File: src/rtl/dmx_tx_pkg.sv
package dmx_tx_pkg;

    typedef enum logic [2:0] {
        ST_IDLE,
        ST_BREAK,
        ST_MARK,
        ST_BUFSLOT,
        ST_PADSLOT,
        ST_TAILSLOT,
        ST_DONE
    } seq_state_t;

    localparam int FRAME_BITS = 11;
    localparam int DATA_BITS  = 8;

endpackage

File: src/rtl/dmx_bit_timer.sv
module dmx_bit_timer #(
    parameter int CLK_PER_BIT = 800
) (
    input  logic clk,
    input  logic rst_n,
    input  logic restart_i,
    input  logic run_i,
    output logic bit_end_o
);
    localparam int CNT_W = (CLK_PER_BIT > 1) ? $clog2(CLK_PER_BIT) : 1;

    logic [CNT_W-1:0] cnt_q;

    assign bit_end_o = run_i && (cnt_q == CNT_W'(CLK_PER_BIT - 1));

    always_ff @(posedge clk) begin
        if (!rst_n) begin
            cnt_q <= '0;
        end else if (restart_i) begin
            cnt_q <= '0;
        end else if (run_i) begin
            cnt_q <= bit_end_o ? '0 : cnt_q + CNT_W'(1);
        end
    end

    AST_DIV_RANGE: assert property (@(posedge clk) disable iff (!rst_n)
        32'(cnt_q) < CLK_PER_BIT);

endmodule

File: src/rtl/dmx_slot_framer.sv
module dmx_slot_framer
    import dmx_tx_pkg::*;
#(
    parameter int CLK_PER_BIT = 800
) (
    input  logic                 clk,
    input  logic                 rst_n,
    input  logic                 load_i,
    input  logic [DATA_BITS-1:0] byte_i,
    output logic                 line_o,
    output logic                 slot_end_o
);
    logic [FRAME_BITS-1:0] shreg_q;
    logic [3:0]            bitn_q;
    logic                  active_q;
    logic                  bit_end;

    dmx_bit_timer #(.CLK_PER_BIT(CLK_PER_BIT)) u_timer (
        .clk       (clk),
        .rst_n     (rst_n),
        .restart_i (load_i),
        .run_i     (active_q),
        .bit_end_o (bit_end)
    );

    assign slot_end_o = bit_end && (bitn_q == 4'(FRAME_BITS - 1));
    assign line_o     = active_q ? shreg_q[0] : 1'b1;

    always_ff @(posedge clk) begin
        if (!rst_n) begin
            shreg_q  <= '1;
            bitn_q   <= '0;
            active_q <= 1'b0;
        end else if (load_i) begin
            shreg_q  <= {2'b11, byte_i, 1'b0};
            bitn_q   <= '0;
            active_q <= 1'b1;
        end else if (bit_end) begin
            if (bitn_q == 4'(FRAME_BITS - 1)) begin
                active_q <= 1'b0;
            end else begin
                shreg_q <= {1'b1, shreg_q[FRAME_BITS-1:1]};
                bitn_q  <= bitn_q + 4'd1;
            end
        end
    end

    AST_STOP_HIGH:   assert property (@(posedge clk) disable iff (!rst_n)
        (active_q && bitn_q >= 4'(FRAME_BITS - 2)) |-> line_o);
    AST_START_LOW:   assert property (@(posedge clk) disable iff (!rst_n)
        $past(load_i) |-> !line_o);
    AST_NO_OVERLAP:  assert property (@(posedge clk) disable iff (!rst_n)
        load_i |-> (!active_q || slot_end_o));

endmodule

File: src/rtl/dmx_slot_buf.sv
module dmx_slot_buf
    import dmx_tx_pkg::*;
#(
    parameter int DEPTH  = 32,
    parameter int ADDR_W = $clog2(DEPTH)
) (
    input  logic                 clk,
    input  logic                 rst_n,
    input  logic                 wr_en_i,
    input  logic [ADDR_W-1:0]    wr_addr_i,
    input  logic [DATA_BITS-1:0] wr_data_i,
    input  logic                 snap_i,
    input  logic [ADDR_W-1:0]    rd_addr_i,
    output logic [DATA_BITS-1:0] rd_data_o
);
    logic [DATA_BITS-1:0] stage_q [DEPTH];
    logic [DATA_BITS-1:0] work_q  [DEPTH];

    for (genvar g = 0; g < DEPTH; g++) begin : g_entry
        always_ff @(posedge clk) begin
            if (!rst_n) begin
                stage_q[g] <= '0;
                work_q[g]  <= '0;
            end else begin
                if (snap_i) begin
                    work_q[g] <= stage_q[g];
                end
                if (wr_en_i && (wr_addr_i == ADDR_W'(g))) begin
                    stage_q[g] <= wr_data_i;
                end
            end
        end
    end

    always_comb begin
        rd_data_o = '0;
        for (int i = 0; i < DEPTH; i++) begin
            if (rd_addr_i == ADDR_W'(i)) begin
                rd_data_o = work_q[i];
            end
        end
    end

endmodule

File: src/rtl/dmx_tx.sv
module dmx_tx
    import dmx_tx_pkg::*;
#(
    parameter int CLK_PER_BIT  = 800,
    parameter int BREAK_CYCLES = 18000,
    parameter int MARK_CYCLES  = 1600,
    parameter int BUF_DEPTH    = 32,
    parameter int PAD_BASE     = 258,
    parameter int TAIL_SLOTS   = 255,
    parameter int CFG_W        = 9
) (
    input  logic                         clk,
    input  logic                         rst_n,
    input  logic                         start_i,
    input  logic                         wr_en_i,
    input  logic [$clog2(BUF_DEPTH)-1:0] wr_addr_i,
    input  logic [7:0]                   wr_data_i,
    input  logic [CFG_W-1:0]             slot_cfg_i,
    output logic                         tx_o,
    output logic                         busy_o,
    output logic                         done_o
);
    localparam int ADDR_W  = $clog2(BUF_DEPTH);
    localparam int PH_MAX  = (BREAK_CYCLES > MARK_CYCLES) ? BREAK_CYCLES : MARK_CYCLES;
    localparam int PH_W    = $clog2(PH_MAX + 1);
    localparam int MAX_AB  = (BUF_DEPTH > PAD_BASE) ? BUF_DEPTH : PAD_BASE;
    localparam int MAX_S   = (MAX_AB > TAIL_SLOTS) ? MAX_AB : TAIL_SLOTS;
    localparam int SLOT_W  = $clog2(MAX_S + 1);

    seq_state_t          state_q, state_nx;
    logic [PH_W-1:0]     phase_q;
    logic [SLOT_W-1:0]   slot_q;
    logic [SLOT_W-1:0]   pad_len_q;
    logic                accept;
    logic                phase_last;
    logic                buf_last, pad_last, tail_last;
    logic                load;
    logic [7:0]          load_byte;
    logic [ADDR_W-1:0]   rd_addr;
    logic [7:0]          rd_data;
    logic                frm_line;
    logic                slot_end;

    dmx_slot_buf #(.DEPTH(BUF_DEPTH), .ADDR_W(ADDR_W)) u_buf (
        .clk       (clk),
        .rst_n     (rst_n),
        .wr_en_i   (wr_en_i),
        .wr_addr_i (wr_addr_i),
        .wr_data_i (wr_data_i),
        .snap_i    (accept),
        .rd_addr_i (rd_addr),
        .rd_data_o (rd_data)
    );

    dmx_slot_framer #(.CLK_PER_BIT(CLK_PER_BIT)) u_framer (
        .clk        (clk),
        .rst_n      (rst_n),
        .load_i     (load),
        .byte_i     (load_byte),
        .line_o     (frm_line),
        .slot_end_o (slot_end)
    );

    assign accept     = (state_q == ST_IDLE) && start_i;
    assign phase_last = ((state_q == ST_BREAK) && (phase_q == PH_W'(BREAK_CYCLES - 1))) ||
                        ((state_q == ST_MARK)  && (phase_q == PH_W'(MARK_CYCLES - 1)));
    assign buf_last   = (slot_q == SLOT_W'(BUF_DEPTH - 1));
    assign pad_last   = (slot_q == pad_len_q - SLOT_W'(1));
    assign tail_last  = (slot_q == SLOT_W'(TAIL_SLOTS - 1));
    assign rd_addr    = (state_q == ST_MARK) ? '0 : ADDR_W'(slot_q + SLOT_W'(1));

    // next-state decode
    always_comb begin
        state_nx = state_q;
        unique case (state_q)
            ST_IDLE:     if (start_i)    state_nx = ST_BREAK;
            ST_BREAK:    if (phase_last) state_nx = ST_MARK;
            ST_MARK:     if (phase_last) state_nx = ST_BUFSLOT;
            ST_BUFSLOT:  if (slot_end && buf_last)
                             state_nx = (pad_len_q == '0) ? ST_TAILSLOT : ST_PADSLOT;
            ST_PADSLOT:  if (slot_end && pad_last)  state_nx = ST_TAILSLOT;
            ST_TAILSLOT: if (slot_end && tail_last) state_nx = ST_DONE;
            ST_DONE:     state_nx = ST_IDLE;
            default:     state_nx = ST_IDLE;
        endcase
    end

    // state register and sequencing counters
    always_ff @(posedge clk) begin
        if (!rst_n) begin
            state_q   <= ST_IDLE;
            phase_q   <= '0;
            slot_q    <= '0;
            pad_len_q <= '0;
        end else begin
            state_q <= state_nx;
            phase_q <= (state_nx != state_q) ? '0 : phase_q + PH_W'(1);
            if (state_nx != state_q) begin
                slot_q <= '0;
            end else if (slot_end) begin
                slot_q <= slot_q + SLOT_W'(1);
            end
            if (accept) begin
                if (32'(slot_cfg_i) >= PAD_BASE) begin
                    pad_len_q <= '0;
                end else begin
                    pad_len_q <= SLOT_W'(PAD_BASE - 32'(slot_cfg_i));
                end
            end
        end
    end

    // outputs and slot loading
    always_comb begin
        load      = 1'b0;
        load_byte = '0;
        tx_o      = 1'b1;
        busy_o    = 1'b0;
        done_o    = 1'b0;
        unique case (state_q)
            ST_IDLE: ;
            ST_BREAK: begin
                tx_o   = 1'b0;
                busy_o = 1'b1;
            end
            ST_MARK: begin
                busy_o    = 1'b1;
                load      = phase_last;
                load_byte = rd_data;
            end
            ST_BUFSLOT: begin
                busy_o    = 1'b1;
                tx_o      = frm_line;
                load      = slot_end;
                load_byte = buf_last ? 8'h00 : rd_data;
            end
            ST_PADSLOT: begin
                busy_o = 1'b1;
                tx_o   = frm_line;
                load   = slot_end;
            end
            ST_TAILSLOT: begin
                busy_o = 1'b1;
                tx_o   = frm_line;
                load   = slot_end && !tail_last;
            end
            ST_DONE: done_o = 1'b1;
            default: ;
        endcase
    end

    AST_BREAK_LEN:     assert property (@(posedge clk) disable iff (!rst_n)
        (state_q == ST_MARK && $past(state_q) == ST_BREAK) |->
            $past(phase_q) == PH_W'(BREAK_CYCLES - 1));
    AST_MARK_LEN:      assert property (@(posedge clk) disable iff (!rst_n)
        (state_q == ST_BUFSLOT && $past(state_q) == ST_MARK) |->
            $past(phase_q) == PH_W'(MARK_CYCLES - 1));
    AST_DONE_SINGLE:   assert property (@(posedge clk) disable iff (!rst_n)
        done_o |=> !done_o);
    AST_DONE_AFTER:    assert property (@(posedge clk) disable iff (!rst_n)
        done_o |-> ($past(busy_o) && !busy_o && tx_o));
    AST_START_IGNORED: assert property (@(posedge clk) disable iff (!rst_n)
        (busy_o || done_o) |=> !(busy_o && !$past(busy_o)));
    AST_IDLE_HIGH:     assert property (@(posedge clk) disable iff (!rst_n)
        !busy_o |-> tx_o);

endmodule

File: config.mk
export PLATFORM = sky130hd
export DESIGN_NAME = dmx_tx
export DESIGN_NICKNAME = d
export VERILOG_FILES = /design/src/rtl/dmx_tx_pkg.sv /design/src/rtl/dmx_bit_timer.sv /design/src/rtl/dmx_slot_framer.sv /design/src/rtl/dmx_slot_buf.sv /design/src/rtl/dmx_tx.sv
export SDC_FILE = /design/constraint.sdc
export NUM_CORES = 1
export LEC_CHECK = 0
export ABC_CLOCK_PERIOD_IN_PS = 17010
export BUFFER_PORTS_ARGS = -buffer_cell sky130_fd_sc_hd__buf_2
export CELL_PAD_IN_SITES_DETAIL_PLACEMENT = 0
export CELL_PAD_IN_SITES_GLOBAL_PLACEMENT = 1
export CORE_MARGIN = 10
export CORE_UTILIZATION = 40
export DETAILED_ROUTE_END_ITERATION = 8
export PLACE_DENSITY = 0.7
export SYNTH_ARGS = -nofsm -noshare
export SYNTH_HDL_FRONTEND = slang
export SYNTH_SLANG_ARGS = --single-unit
File: constraint.sdc
create_clock -name clk -period 17.01 [get_ports clk]
set_input_delay 0.8505 -clock clk [delete_from_list [all_inputs] [get_ports clk]]
set_output_delay 0.8505 -clock clk [all_outputs]
set_load 0.03 [all_outputs]
## Word-level counts from Yosys, hierarchy flattened

Memory sizes are Yosys's and may differ from the RTL's.
Cells that the tools add are included.

- Register bits: 60
- Bits in latches: 0
- Bits in writable memories: 512
- Memory bits (read-only): 0
- Input bits: 26
- Word-level logic and storage cells: 437
- Memories kept: 2

- $add $sub $neg: 6
- $mul: 0
- Divide/modulo/power cells: 0
- $lt $le $gt $ge: 1
- Eq/ne operators: 77
- Shifts and indexed selects: 0
- Muxes and demuxes: 220
- Bitwise logic cells: 66
- Reductions and logical operators: 57

Memory list:

| name | words | bits a word | rd ports | clocked after Yosys merged registers in | wr ports | RTL line | RTL |
|---|---|---|---|---|---|---|---|
| u_buf.stage_q | 32 | 8 | 32 | 0 | 32 | dmx_slot_buf.sv:16 | `logic [DATA_BITS-1:0] stage_q [DEPTH];` |
| u_buf.work_q | 32 | 8 | 32 | 0 | 32 | dmx_slot_buf.sv:17 | `logic [DATA_BITS-1:0] work_q [DEPTH];` |

Operator list:

| operator | count |
|---|---|
| $mux W8 | 97 |
| $eq A5 B5 Y1 const B | 32 |
| $mux W1 | 107 |
| $eq A5 B4 Y1 const B | 16 |
| $or A1 B1 Y1 | 64 |
| $logic_and A1 B1 Y1 | 41 |
| $eq A5 B3 Y1 const B | 8 |
| $mux W9 | 4 |
| $eq A5 B2 Y1 const B | 4 |
| $mux W3 | 6 |
| $pmux W3 S6 | 1 |
| $pmux W8 S2 | 1 |
| $add A15 B1 Y15 const B | 1 |
| $eq A15 B11 Y1 const B | 1 |
| $eq A15 B15 Y1 const B | 1 |
| $add A10 B1 Y10 const B | 1 |
| $eq A10 B10 Y1 const B | 1 |
| $eq A5 B1 Y1 const B | 2 |
| $logic_not A5 Y1 | 2 |
| $mux W10 | 1 |
| $add A9 B1 Y9 const B | 1 |
| $eq A3 B3 Y1 const B | 3 |
| $eq A9 B5 Y1 const B | 1 |
| $eq A9 B8 Y1 const B | 1 |
| 23 further kinds | 30 |

## Longest topological paths before layout

- Depth in word-level cells: 38
- Gate-level depth with buffers: 16
- Depth with buffers taken out: 10

## Modules after synthesis

Synthesis repeated with hierarchy kept, for this count alone.

- Cells, all modules: 2128
- Area total of the unflattened synthesis: 26260.2 µm²

By module, submodules not included:

| module | times used | cells each | area an instance (µm²) |
|---|---|---|---|
| dmx_slot_buf | 1 | 1705 | 22723.0 |
| dmx_tx | 1 | 285 | 2255.9 |
| dmx_slot_framer | 1 | 84 | 765.7 |
| dmx_bit_timer | 1 | 54 | 515.5 |

## Least setup slack after synthesis

OpenSTA, ideal clock, no wires.

- Path kind: input-to-reg
- From: in start_i
- To: mem u_buf.work_q[0][0] (enable)
- Arrival time: 6636 ps
- Required time: 16402 ps
- Setup slack: 9766 ps
- Stages: 3
- Buffers on the path: 0
- Cell sequence: nor4b_1 -> nor2_1 -> inv_1

RTL lines:

| item | RTL line | RTL |
|---|---|---|
| from (decl) | dmx_tx.sv:14 | `input logic start_i,` |
| to (decl) | dmx_slot_buf.sv:17 |  |

## Final worst setup path

- From: reg slot_q[0]
- To: reg u_framer.shreg_q[8]

- Cells in the longest elaborated chain, start to end: 38
- Elaborated cells between the ends (all ways): 77

RTL lines:

| item | RTL line | RTL |
|---|---|---|
| from (decl) | dmx_tx.sv:32 | `logic [SLOT_W-1:0] slot_q;` |
| from (signal assigned) | dmx_tx.sv:101 | `slot_q <= slot_q + SLOT_W'(1);` |
| $add A9 B1 Y9 | n/a |  |
| $mux W5 | dmx_tx.sv:70 | `assign rd_addr = (state_q == ST_MARK) ? '0 : ADDR_W'(slot_q + SLOT_W'(1));` |
| $logic_not A5 Y1 | dmx_slot_buf.sv:38 | `if (rd_addr_i == ADDR_W'(i)) begin` |
| $mux W8 (32 in series) | dmx_slot_buf.sv:38 |  |
| $mux W8 | dmx_tx.sv:135 | `load_byte = buf_last ? 8'h00 : rd_data;` |
| $pmux W8 S2 | dmx_tx.sv:120 | `unique case (state_q)` |
| $mux W9 | dmx_slot_framer.sv:34 | `end else if (load_i) begin` |
| to (signal assigned) | dmx_slot_framer.sv:35 | `shreg_q <= {2'b11, byte_i, 1'b0};` |
| to (signal assigned) | dmx_slot_framer.sv:42 | `shreg_q <= {1'b1, shreg_q[FRAME_BITS-1:1]};` |
| to (decl) | dmx_slot_framer.sv:13 | `logic [FRAME_BITS-1:0] shreg_q;` |

Several ways; a longest one is shown, not always the timed one.
A chain may end at the register's enable or synchronous reset.

==> summary.md <==
| Metric | Value |
|---|---|
| Status | `finished, final reports clean` |
| Top Usage Layer GRT | `met2` |
| Overflow after GRT | `0` |
| Max-cap violation count | `0` |
| Mapped Cells | `between 2000 and 2500` |
| Met2 Use GR | `33.0%` |
| Crit path time final | `between 5 and 6 ns` |
| Share of cells above drive strength 1 | `a little over 8%` |
| Slew at the pin closest to its max-slew limit | `between 1 and 1.5 ns` |
| Starting Density | `between 40% and 50%` |
| Hold Path Sink | `phase_q[0]` |
| PortBufs | `28` |
| Post-DP HPWL | `51.7 mm` |
| Warning count from the yosys run | `0` |
| Design Power | `~3.2 mW` |
| DIE AREA | `74700 um^2` |
| DR iter-0 viols | `between 1500 and 2000` |
| Worst hold start | `phase_q[0]` |
| Clk_skew | `roughly 0.03 ns` |
| Critical path type | `reg2reg` |
| Rows | `92` |
| Die height | `273 um` |
| Reg2Reg Setup Slack | `about 11 ns` |
| Yosys top cell area share | `59.9%` |
| Post-CTS setup buffer count | `0` |
| Largest cells by area after synthesis | `edfxtp_1, and3_1, and2_1` |
| Hold_ws | `approximately 0.45 ns` |
| Worst Hold Class | `reg2reg` |
| Largest net degree at the start of global routing | `between 200 and 300` |
| Worst setup EP type | `flop` |
| Wire per inst | `around 26 um` |
| R2R Path Start | `slot_q[0]` |
| Clk slew on worst S/H paths | `~0.07 ns` |
| Core box area | `63300 um^2` |
| Leakage | `10.9 nW` |
| Hold depth | `1` |
| Async SR Flop Fraction | `0%` |
| Setup repair after global routing missed its margin | `false` |
| DRT antenna net count | `0` |
| Post-synthesis sequential area ratio | `64.5%` |
| Die W | `about 270 um` |
| Vias per inst | `about 5.8` |
| Synth area leader | `edfxtp_1` |
| Initial antenna violation count | `5` |
| Critical Path Start | `slot_q[0]` |
| F_max | `approximately 180 MHz` |
| Critical Path, Cell by Cell | `buf_4, inv_1, ha_1, buf_4, nor2b_1, nand3_1, or3_1, o2111ai_1, or4_1, o2111ai_1, a2111oi_1, o41ai_1` |
| WP data required | `17.50 ns` |
| CTS Buf Count | `61` |
| Fin. max-slew vios | `0` |
| Hold-fix buffers, CTS | `0` |
| Top_reg_cell synth | `edfxtp_1` |
| GP Congestion | `around 0.92` |
| Worst-Skew Late Latency | `0.65 ns` |
| Cell variety after synth | `85` |
| Setup_tns | `0 ns` |
| Post-synthesis average cell area | `12.1 um^2` |
| Final hold violations | `0` |
| CTS tree | `done` |
| #FFs+latches synth | `approximately 570` |
| Final setup fails | `0` |
| First-pass GRT wire length | `roughly 120 mm` |
| M1 GR Usage | `29.4%` |
| Worst Reg-to-Reg Cells | `12` |
| Routed WL | `about 79 mm` |
| Global Route Usage Sum | `20.7%` |
| Fin crit share | `between 30% and 40%` |
| Pwr Density | `between 100 and 150 nW/um^2` |
| Max incr delay on CP | `approximately 0.89 ns` |
| Vias in the first global route | `between 15000 and 20000` |
| Worst endpoint data arrival time | `6.06 ns` |
| Startpoint types | `flop` |
| Root Buffer | `clkbuf_16` |
| Worst-path fanout max | `44` |
| PostCTS Resize Cnt | `0` |
| Critical-path top delay cell | `a2111oi_1` |
| DR vias | `17500` |
| Post-synth EDFFs | `around 500` |
| Post-layout util | `a little under half` |
| Layout area overhead | `11.5%` |
| H-tree depth | `2` |
| Slew HR | `roughly 3.4%` |
| End of the worst register-to-register path | `u_framer.shreg_q[8]` |
| # nets final | `2122` |
| Net Count, Synth | `about 2200` |
| Drt pass-1 iters | `6` |
| # IOs | `29` |
| DRC viols | `0` |
| Max VDD drop | `0.0991 mV` |
| Mapped Area | `about 26000 um^2` |
| Clock buffer depth | `3` |
| # clock sinks | `~570` |
| Grt met3 use | `under 10%` |
## synthesized netlist by cell type, types with 12 or more instances
cell type and instances:
a221oi_1 17, buf_2 19, a21oi_1 54, and2_1 264, nor2_1 152, edfxtp_1 512
a211oi_1 12, mux2i_1 14, nand3_1 56, nand4_1 17, nor2b_1 13, nor3_1 33
clkbuf_1 117, a22oi_1 12, inv_1 14, dfxtp_1 60, xor2_1 27, nand2b_1 21
o21ai_0 76, xnor2_1 23, nand2_1 112, and3_1 268, o22ai_1 17
## critical path, delay by kind of cell, from the launching register on
family                     cells  cell delay, ns
DFF                            1            0.31
AOI/OAI and AO/OA              4            1.40
and+or+nand+nor                4            1.94
adders and majority gates      1            0.48
buffers and inverters          3            1.26
## stage by stage
step / cells / worst slack (ns) / area (um^2)
2_1_floorplan: 2114 / 9.77 / 25700
3_3_place_gp: 2868 / 11.69 / 26500
5_1_grt: 2984 / 11.35 / 28600
6_report: 2987 / 11.44 / 28600
3_5_place_dp: 2868 / 11.57 / 26500
4_1_cts: 2983 / 11.54 / 28600
## cell usage in the layout (no fill, tap or decap), types with 8 or more instances in the layout
master	n
a211oi_1	12
a21oi_1	54
a221o_1	8
a221oi_1	17
a22o_1	11
a22oi_1	12
a31oi_1	10
and2_1	264
and3_1	268
buf_2	27
buf_4	22
bufinv_16	11
clkbuf_16	61
clkinv_1	14
clkinv_2	15
dfxtp_1	59
edfxtp_1	512
ha_1	10
inv_1	13
mux2i_1	14
nand2_1	112
nand2b_1	21
nand3_1	56
nand4_1	17
nor2_1	152
nor2b_1	13
nor3_1	32
o2111ai_1	8
o211ai_1	11
o21ai_0	73
o221ai_1	9
o22ai_1	17
or3_1	9
xnor2_1	23
xor2_1	27
## logic make-up (layout without fill, tap and decap cells)
kind of cell,count (synthesis),count (layout),share of synthesized area [%]
DFF,572,572,64.5
xor gates and xnor gates,51,51,1.77
muxes,15,15,0.589
AOI/OAI and AO/OA,326,326,8.87
adders and majority gates,10,10,0.487
other,0,3,0
buffers and inverters,157,181,2.50
and+or+nand+nor,983,983,21.2
## where the power goes
group | total [mW] | internal [mW] | switching, mW
Combinational | 0.136 | 0.0326 | 0.104
Sequential | 1.67 | 1.62 | 0.0449
Clock | 1.41 | 0.826 | 0.579
Total | 3.21 | 2.48 | 0.728
## worst max path at each step
| stage | end | slack, ns | cells after the start |
|---|---|---|---|
| 3_5_place_dp | u_framer.shreg_q[8] | 11.57 | 12 |
| 2_1_floorplan | u_buf.work_q[0][0] | 9.77 | 3 |
| 3_3_place_gp | u_framer.shreg_q[8] | 11.69 | 12 |
| 6_report | u_framer.shreg_q[8] | 11.44 | 12 |
| 4_1_cts | u_framer.shreg_q[8] | 11.54 | 12 |
| 5_1_grt | u_framer.shreg_q[7] | 11.35 | 12 |
## state kept, by name, indices dropped and copies added (netlist names)
signal / flops
pad_len_q: 9
phase_q: 15
slot_q: 9
state_q: 3
u_buf.stage_q: 256
u_buf.work_q: 256
u_framer.active_q: 1
u_framer.bitn_q: 4
u_framer.shreg_q: 9
u_framer.u_timer.cnt_q: 10
## cell type report
| class | count | area (um^2) |
|---|---|---|
| timing repair buffer | 52 | 339 |
| antenna | 3 | 7.51 |
| clock buffer | 66 | 1550 |
| clock inverter | 49 | 573 |
| fill | 5763 | 34700 |
| inverter | 14 | 60.1 |
| sequential | 572 | 16600 |
| tap | 846 | 1060 |
| multi-input combinational | 1385 | 8480 |
## metal layers
layer / part of all wire, % / up-vias
met2: 46 / 720
li1: - / 7834
met1: 44 / 8781
met4: 2.6 / 4
met3: 6.7 / 123
met5: 0.024 / -
No activity file was read; power rests on OpenSTA's default activity.
